## src/rtl/dual_compare_out.sv

```systemverilog
module dual_compare_out #(
  parameter int CW = 16
) (
  input  logic          clk,
  input  logic          rst_n,
  input  logic [CW-1:0] cnt,
  input  logic          cnt_en,
  input  logic [CW-1:0] cmp_a,
  input  logic [CW-1:0] cmp_b,
  input  logic [1:0]    mode_a,
  input  logic [1:0]    mode_b,
  input  logic          pwm_mode,
  input  logic          top_a,
  input  logic          force_a,
  input  logic          force_b,
  input  logic          flag_clr_a,
  input  logic          flag_clr_b,
  output logic          pin_a,
  output logic          pin_b,
  output logic          flag_a,
  output logic          flag_b,
  output logic          cnt_clr
);

  localparam logic [1:0] ACT_HOLD = 2'b00;
  localparam logic [1:0] ACT_TOG  = 2'b01;
  localparam logic [1:0] ACT_LOW  = 2'b10;

  wire hit_a  = cnt_en && (cnt == cmp_a);
  wire hit_b  = cnt_en && (cnt == cmp_b);
  wire fire_a = !pwm_mode && (hit_a || force_a);
  wire fire_b = !pwm_mode && (hit_b || force_b);

  function automatic logic apply_act(input logic cur, input logic [1:0] act);
    case (act)
      ACT_HOLD: apply_act = cur;
      ACT_TOG:  apply_act = ~cur;
      ACT_LOW:  apply_act = 1'b0;
      default:  apply_act = 1'b1;
    endcase
  endfunction

  always_ff @(posedge clk or negedge rst_n) begin
    if (!rst_n) begin
      pin_a   <= 1'b0;
      pin_b   <= 1'b0;
      flag_a  <= 1'b0;
      flag_b  <= 1'b0;
      cnt_clr <= 1'b0;
    end else begin
      if (fire_a) pin_a <= apply_act(pin_a, mode_a);
      if (fire_b) pin_b <= apply_act(pin_b, mode_b);
      flag_a  <= hit_a | (flag_a & ~flag_clr_a);
      flag_b  <= hit_b | (flag_b & ~flag_clr_b);
      cnt_clr <= hit_a & top_a;
    end
  end

  AST_HIT_SETS_FLAG_A: assert property (@(posedge clk) disable iff (!rst_n)
    (cnt_en && cnt == cmp_a) |=> flag_a);
  AST_SET_BEATS_CLEAR_B: assert property (@(posedge clk) disable iff (!rst_n)
    (cnt_en && cnt == cmp_b && flag_clr_b) |=> flag_b);
  AST_FORCE_NO_FLAG_A: assert property (@(posedge clk) disable iff (!rst_n)
    (force_a && !(cnt_en && cnt == cmp_a) && !flag_a) |=> !flag_a);
  AST_FORCE_NO_FLAG_B: assert property (@(posedge clk) disable iff (!rst_n)
    (force_b && !(cnt_en && cnt == cmp_b) && !flag_b) |=> !flag_b);
  AST_NO_RESTART_WITHOUT_HIT: assert property (@(posedge clk) disable iff (!rst_n)
    !(cnt_en && cnt == cmp_a) |=> !cnt_clr);
  AST_PWM_PINS_HOLD: assert property (@(posedge clk) disable iff (!rst_n)
    pwm_mode |=> ($stable(pin_a) && $stable(pin_b)));
  AST_TOGGLE_FLIPS_A: assert property (@(posedge clk) disable iff (!rst_n)
    (!pwm_mode && mode_a == 2'b01 && (force_a || (cnt_en && cnt == cmp_a)))
      |=> (pin_a != $past(pin_a)));

endmodule

```

## config.mk

```make
export PLATFORM = sky130hd
export DESIGN_NAME = dual_compare_out
export DESIGN_NICKNAME = d
export VERILOG_FILES = /design/src/rtl/dual_compare_out.sv
export SDC_FILE = /design/constraint.sdc
export NUM_CORES = 1
export LEC_CHECK = 0
export ABC_CLOCK_PERIOD_IN_PS = 1700
export BUFFER_PORTS_ARGS = -buffer_cell sky130_fd_sc_hd__buf_2
export CAP_MARGIN = 30
export CORE_AREA = 2 2 44 46
export CTS_CLUSTER_SIZE = 28
export DETAILED_ROUTE_END_ITERATION = 7
export DIE_AREA = 0 0 46 48
export GPL_TIMING_DRIVEN = 1
export PLACE_DENSITY = 0.85
export SLEW_MARGIN = 40
export SYNTH_ARGS = -nofsm -noshare
export SYNTH_HDL_FRONTEND = slang
export SYNTH_SLANG_ARGS = --single-unit
```

## constraint.sdc

```tcl
create_clock -name clk -period 1.7 [get_ports clk]
set_input_delay 0.255 -clock clk [delete_from_list [all_inputs] [get_ports clk]]
set_output_delay 0.255 -clock clk [all_outputs]
set_load 0.02 [all_outputs]
```

# == After elaboration in Yosys (flattened, before gate mapping) ==
# Index checks and enable logic that the tools add are counted.
# totals
reg_bits,5
input_bits,61
output_inout_bits,5
word_cells,35
# op_classes
n_eq_ne,6
n_mux,2
bitwise_logic,11
reduce_logical,11
# ops
cell,n
== test 16 bit,2
NOT 1 bit,6
case mux 1 bit (3 select lines),2
"== test 2 x 1 -> 1 bit, second input constant",2
"== test 2 bit, second input constant",2
logical AND 1 bit,4
zero test 2 bit,2
AND reduction 2 bit,2
bitwise AND 1 bit,3
logical OR 1 bit,2
OR 1 bit,2
zero test 1 bit,1

# == Logic depth before layout (Yosys ltp) ==
# Gate-level depths: netlist of the first run.
# logic_depth
word_depth,5
ltp_mapped,6
ltp_nobuf,6

# == Least setup slack after synthesis of the first run ==
# No wires, ideal clock.
# synth_path
kind,input -> register
start,in cmp_a[14]
end,reg pin_a
setup_ps,120
t_arrival_ps,1236
required_time_ps,1580
setup_slack_ps,344
stages,6
path_buffers,0
cell_sequence,xor2_1 > nor4_1 > nand4_1 > nor4_4 > a21oi_1 > o211a_1
# synth_via
elab_chain_cells,5
# synth_lines
element,line_no,source
start: declaration,8,"input logic [CW-1:0] cmp_a,"
== test 16 bit,29,wire hit_a = cnt_en && (cnt == cmp_a);
logical AND 1 bit,29,
logical OR 1 bit,31,wire fire_a = !pwm_mode && (hit_a || force_a);
logical AND 1 bit,31,
AND reduction 2 bit (no line),-,
end signal: assignment,51,"if (fire_a) pin_a <= apply_act(pin_a, mode_a);"
end: declaration,18,"output logic pin_a,"
# No other way between the ends.
# A chain may end at the register's enable or synchronous reset.

# == Worst setup path in the final report of the first run ==
# layout_path
start,in cnt[2]
end,reg pin_b
# layout_via
elab_chain_cells,5
# layout_lines
element,line_no,source
start: declaration,6,"input logic [CW-1:0] cnt,"
== test 16 bit,30,wire hit_b = cnt_en && (cnt == cmp_b);
logical AND 1 bit,30,
logical OR 1 bit,32,wire fire_b = !pwm_mode && (hit_b || force_b);
logical AND 1 bit,32,
AND reduction 2 bit (no line),-,
end signal: assignment,52,"if (fire_b) pin_b <= apply_act(pin_b, mode_b);"
end: declaration,19,"output logic pin_b,"
# No other way between the ends.

==> flow_summary_export.csv, run 1 <==
group,metric,value,unit
grt,antenna_found_initial,0,
timing,slew_headroom,78.7,%
job,maxCapViolCount,0,
cells_and_area,drive_gt1_share,50.7,%
detailed_routing,wl,1.83,mm
detailed_routing,ant_nets,0,
clock_tree,cts_setup_buffers,0,
timing,drv_slew,0,
worst_setup_path,crit_start,"cnt[2]",
cells_and_area,final_area,0.00100,mm²
detailed_routing,vias,738,
clock_tree,clock_latency,0.23,ns
placed_design,port_buffers,65,
die,die_w,46,µm
clock_tree,ctsHtreeMaxLevel,1,
worst_setup_path,cp-end-kind,"flip-flop",
synthesis,ys.flop_type,"dfrtp_1",
status,status,"finished, final reports clean",
detailed_routing,via_per_inst,4.70,
cells_and_area,multi_input_area,478,µm²
clock_tree,ctsHoldBuffers,1,
clock_tree,cts_resized,0,
worst_setup_path,critical_path_arrival,1.63,ns
placed_design,pre_cts_ws,-0.0292,ns
clock_tree,clock_path_buffers,2,
power_and_ir_drop,irDropWorstVdd,0.295,mV
detailed_routing,post-route-drc-count,0,
detailed_routing,drtIter0Drc,5,
die,core,0.00169,mm²
die,dieArea,0.00221,mm²
cells_and_area,area_growth,61.9,%
timing,finalSetupViolations,0,
grt,grt_pass1_vias,715,
hold_path,hold_class,"input pin to flip-flop",
worst_setup_path,worstPathMaxFanout,3,
grt,overflow,0,
worst_setup_path,cp.required,1.85,ns
timing,skew,0,ns
die,rows,15,
cells_and_area,nNetsFinal,202,
timing,finalWorstSetupSlack,0.218,ns
synthesis,yosys_warnings,0,
synthesis,synth_nets,131,
synthesis,synth.avg_cell_area,8.83,µm²
timing,period_needed,1.48,ns
power_and_ir_drop,sw_frac_of_total,30.1,%
clock_tree,cts_root_buf,"clkbuf_4",
die,die_h,48,µm
synthesis,synth_seq_area_share,20.2,%
grt,grt_usage,17.8,%
timing,worst_pin_slew,0.317,ns
grt,grt_max_degree,6,
timing,rsz0062_at_grt,"no",
power_and_ir_drop,pwr-share-comb,44.6,%
clock_tree,cts_tree,"built",
die,initial_core_util,36.6,%
cells_and_area,layout_commonest_cell,"buf_2",
power_and_ir_drop,switchingPower,0.000145,W
grt,grt_pass1_wl,2.80,mm
placed_design,place_area,965,µm²
worst_setup_path,critPathKind,"input pin to flip-flop",
clock_tree,path_clk_slew,0.04,ns
power_and_ir_drop,powerDensity,482,mW/mm²
worst_setup_path,r2r-start,"pin_a",
power_and_ir_drop,cellLeakagePower,0.506,nW
synthesis,synth_edf_count,0,
synthesis,synthCells,70,
power_and_ir_drop,pwr-share-seq,27.7,%
timing,finalSetupTns,0,ns
timing,max_freq,675,MHz
detailed_routing,first_pass_iters,3,
clock_tree,cts.sinks,5,
synthesis,syn-cell-area,618,µm²
power_and_ir_drop,power_frac_clock,27.6,%
synthesis,ys_types,19,
cells_and_area,num_antenna_cells,0,
detailed_routing,wl_per_cell,11.6,µm
cells_and_area,most-common-layout-cells,"buf_2, xnor2_1, nand4_1, dfrtp_1",
timing,finalHoldViolations,0,
synthesis,async_flop_share,100,%
cells_and_area,nFillCells,172,
placed_design,gp_congestion,0.634,
placed_design,dp_hpwl,1.69,mm
timing,finalCritPeriodShare,87.2,%
die,io_pins,66,
power_and_ir_drop,p_int,0.000337,W
worst_setup_path,start_kind,"input pin",
hold_path,hp-start,"flag_clr_b",
clock_tree,cts_buffers,3,
synthesis,ys_ff_latch,5,
cells_and_area,ff_latch_area,125,µm²
-- final timing paths --
path	to	slack [ns]	cells after the start
setup / recovery	pin_b	0.22	7
hold / removal	flag_b	0.21	2
setup reg to reg	pin_a	0.68	3
hold reg to reg	flag_a	0.49	1
max in group asynchronous	cnt_clr	1.20	2
min in group asynchronous	pin_a	0.37	2
-- synthesized netlist by cell type, types with 2 or more instances --
master	instances	area, µm²
nor4_1	2	12.5
inv_1	4	15.0
xor2_1	4	35.0
xnor2_1	28	245
nand2_1	3	11.3
nand4_1	6	37.5
dfrtp_1	5	125
a21oi_1	4	20.0
nand3_1	3	15.0
o21ai_0	2	10.0
-- stage by stage --
| stage | power (W) | hold WS [ns] | util, % | instances |
|---|---|---|---|---|
| 2_1_floorplan | 0.000239 | -0.0406 | - | 70 |
| 3_3_place_gp | 0.000343 | 0.0697 | 57.1 | 152 |
| 3_5_place_dp | 0.000350 | 0.0762 | 57.1 | 152 |
| 4_1_cts | 0.000489 | 0.200 | 59.3 | 157 |
| 5_1_grt | 0.000521 | 0.202 | 59.3 | 157 |
| 6_report | 0.000482 | 0.208 | 59.3 | 157 |
-- sequential cells by signal, summed over array words and instances (netlist names) --
signal / cells
flag_b: 1
flag_a: 1
pin_b: 1
cnt_clr: 1
pin_a: 1
-- routing by layer --
| metal | routed length, µm | track usage (%) |
|---|---|---|
| met5 | 0 | 0 |
| met2 | 1050 | 35.3 |
| met3 | 106 | 2.26 |
| met1 | 670 | 19.5 |
| met4 | 0 | 5.14 |
-- power by group through the flow --
stage	combinational, W	sequential (W)	clock, W
2_1_floorplan	0.0000932	0.000145	0
3_3_place_gp	0.000208	0.000135	0
3_5_place_dp	0.000215	0.000135	0
4_1_cts	0.000218	0.000134	0.000138
5_1_grt	0.000237	0.000135	0.000149
6_report	0.000215	0.000134	0.000133
-- cell type report --
cell class | count | area share [%]
multi-input combinational | 61 | 47.7
clock buffer | 4 | 2.63
tap | 17 | 2.13
inverter | 4 | 1.50
timing repair buffer | 66 | 33.5
sequential | 5 | 12.5
-- critical path: stages --
cell and delay, ns:
buf_2 0.11, xnor2_1 0.24, nand4_1 0.15, nor4_1 0.35, nand3_1 0.18, a21oi_1 0.18
a2bb2oi_1 0.18
-- cells by family (layout without fill, tap and decap cells) --
logic type / after synthesis / in the layout / share of synthesized area [%]
simple gates: 18 / 18 / 19.8
buf+inv: 4 / 74 / 2.43
compound gates: 10 / 10 / 10.5
flops: 5 / 5 / 20.2
mux: 1 / 1 / 1.62
xor+xnor: 32 / 32 / 45.3
Note: power is estimated with default switching activity, not from simulation.
==> run 2: changes to the inputs <==
CORE_AREA = 2 2 46 48   (was 2 2 44 46)
DIE_AREA = 0 0 48 50   (was 0 0 46 48)
PLACE_DENSITY = 0.78   (was 0.85)
SETUP_SLACK_MARGIN = 0.2   (was unset)
==> run 2 against run 1 <==
Clock skew is the same. Combinational power up 4%. Sequential share of layout area is 0.58 points lower. First-iteration DRC count increased by 100%. Sequential power barely moved. Final cell count grew 7.0%. Cell area grew 4.9%. Maximum frequency rose by 8.8%. Clock power up 7%. Non-clock buffer count is 1 higher. Global-route usage down 0.057 points. Via count up 5.3%. Largest cell class unchanged. Largest power group unchanged. Highest routed layer is now met4.
==> flow_summary_export.csv, run 2 (synthesis gave the netlist of run 1 again) <==
group,metric,value,unit
timing,drv_slew,0,
timing,rsz0062_at_grt,"no",
power_and_ir_drop,powerDensity,477,mW/mm²
timing,max_freq,734,MHz
die,initial_core_util,32.5,%
clock_tree,ctsHtreeMaxLevel,1,
die,die_w,48,µm
timing,finalHoldViolations,0,
grt,use_met2,35.1,%
timing,period_needed,1.36,ns
grt,grt_max_degree,6,
placed_design,port_buffers,65,
clock_tree,cts_buffers,3,
power_and_ir_drop,cellLeakagePower,0.518,nW
worst_setup_path,critical_path_arrival,1.49,ns
hold_path,hp-start,"flag_clr_b",
placed_design,gp_congestion,0.637,
worst_setup_path,critPathTopFamily,"simple AND/OR/NAND/NOR gates",
cells_and_area,drive_gt1_share,54.6,%
timing,slew_headroom,79.8,%
detailed_routing,drtIter0Drc,10,
die,core,0.00190,mm²
worst_setup_path,worst-path-buf-inv,1,
worst_setup_path,path_cells,"buf_2, xor2_1, nor4_1, nand4_1, nor4_4, o21ai_0, o211a_1",
status,status,"finished, final reports clean",
hold_path,whs_path_depth,2,
detailed_routing,first_pass_iters,4,
clock_tree,cts_tree,"built",
hold_path,hold_path_end,"flag_b",
die,die_h,50,µm
grt,grt_usage,17.7,%
grt,use_met3,0.733,%
worst_setup_path,regToRegSetupSlack,0.65,ns
grt,gr-usage-met1,16.4,%
timing,whs,0.200,ns
worst_setup_path,worstPathMaxFanout,5,
timing,finalSetupViolations,0,
detailed_routing,vias,777,
die,rows,16,
cells_and_area,most-common-layout-cells,"buf_2, xnor2_1, nand4_1, dfrtp_1",
timing,worst_pin_slew,0.301,ns
grt,grt_pass1_vias,842,
job,maxCapViolCount,0,
worst_setup_path,critPathKind,"input pin to flip-flop",
clock_tree,clock_path_buffers,2,
worst_setup_path,cp.required,1.83,ns
timing,skew,0,ns
cells_and_area,nNetsFinal,203,
worst_setup_path,crit_slowest_cell,"nor4_1",
cells_and_area,num_antenna_cells,0,
clock_tree,clock_latency,0.24,ns
detailed_routing,wl_per_cell,12.0,µm
worst_setup_path,reg2regPathDepth,3,
cells_and_area,layout_commonest_cell,"buf_2",
die,io_pins,66,
worst_setup_path,start_kind,"input pin",
placed_design,place_area,977,µm²
worst_setup_path,crit_start,"cmp_a[14]",
grt,antenna_found_initial,0,
power_and_ir_drop,irDropWorstVdd,0.251,mV
placed_design,dp_hpwl,1.75,mm
cells_and_area,area_growth,69.8,%
worst_setup_path,r2r-start,"pin_a",
timing,finalCritPeriodShare,80.1,%
cells_and_area,final_area,0.00105,mm²
grt,top_usage_layer,"met2",
hold_path,hold_class,"input pin to flip-flop",
grt,grt_pass1_wl,3.08,mm
worst_setup_path,max_stage_delay,0.28,ns
worst_setup_path,timing.rr.end,"pin_a",
clock_tree,cts_root_buf,"clkbuf_4",
worst_setup_path,cp-end-kind,"flip-flop",
clock_tree,path_clk_slew,0.05,ns
detailed_routing,via_per_inst,4.63,
detailed_routing,wl,2.02,mm
grt,overflow,0,
detailed_routing,post-route-drc-count,0,
clock_tree,cts.sinks,5,
die,dieArea,0.00240,mm²
detailed_routing,ant_nets,0,
-- run 2: final cells by class --
class / instances / area (µm²)
Fill cell: 185 / 852
Multi-Input combinational cell: 61 / 507
Inverter: 4 / 15.0
Tap cell: 27 / 33.8
Sequential cell: 5 / 125
Clock buffer: 4 / 26.3
Timing Repair Buffer: 67 / 343
-- run 2: stage by stage --
| step | worst slack (ns) | instances | utilization, % | total power, W | setup TNS [ns] |
|---|---|---|---|---|---|
| 2_1_floorplan | 0.344 | 70 | - | 0.000239 | 0 |
| 3_3_place_gp | 0.00112 | 162 | 51.4 | 0.000344 | 0 |
| 3_5_place_dp | -0.0479 | 162 | 51.4 | 0.000351 | -0.0479 |
| 4_1_cts | 0.239 | 167 | 53.6 | 0.000496 | 0 |
| 5_1_grt | 0.206 | 168 | 55.2 | 0.000530 | 0 |
| 6_report | 0.338 | 168 | 55.2 | 0.000501 | 0 |
-- run 2: what timing repair did --
action / in CTS / in global routing
setup endpoints to repair: 1 / 1
pin swaps: 0 / 3
hold buffers: 1 / 0
buffers inserted: 0 / 1
gates resized for setup: 1 / 4
hold endpoints to repair: 5 / 0
-- run 2: metal layers --
metal / share of wire, % / vias to the layer above
met2: 59 / 37
met5: 0 / -
met4: 2.4 / 0
li1: - / 386
met3: 5.2 / 6
met1: 34 / 348
-- run 2: power breakdown --
part	switching (W)	internal (W)
clock network	0.0000526	0.0000890
registers	0.00000730	0.000127
logic	0.0000986	0.000126
total	0.000159	0.000342
-- run 2: how the worst max path moves through the flow --
| stage | endpoint | slack, ns | cells after the start |
|---|---|---|---|
| finish | pin_a | 0.34 | 7 |
| global route | pin_b | 0.21 | 7 |
| CTS | pin_b | 0.24 | 7 |
| detailed placement | pin_b | -0.05 | 7 |
| global placement | pin_b | 0.001 | 7 |
| floorplan | pin_a | 0.34 | 6 |
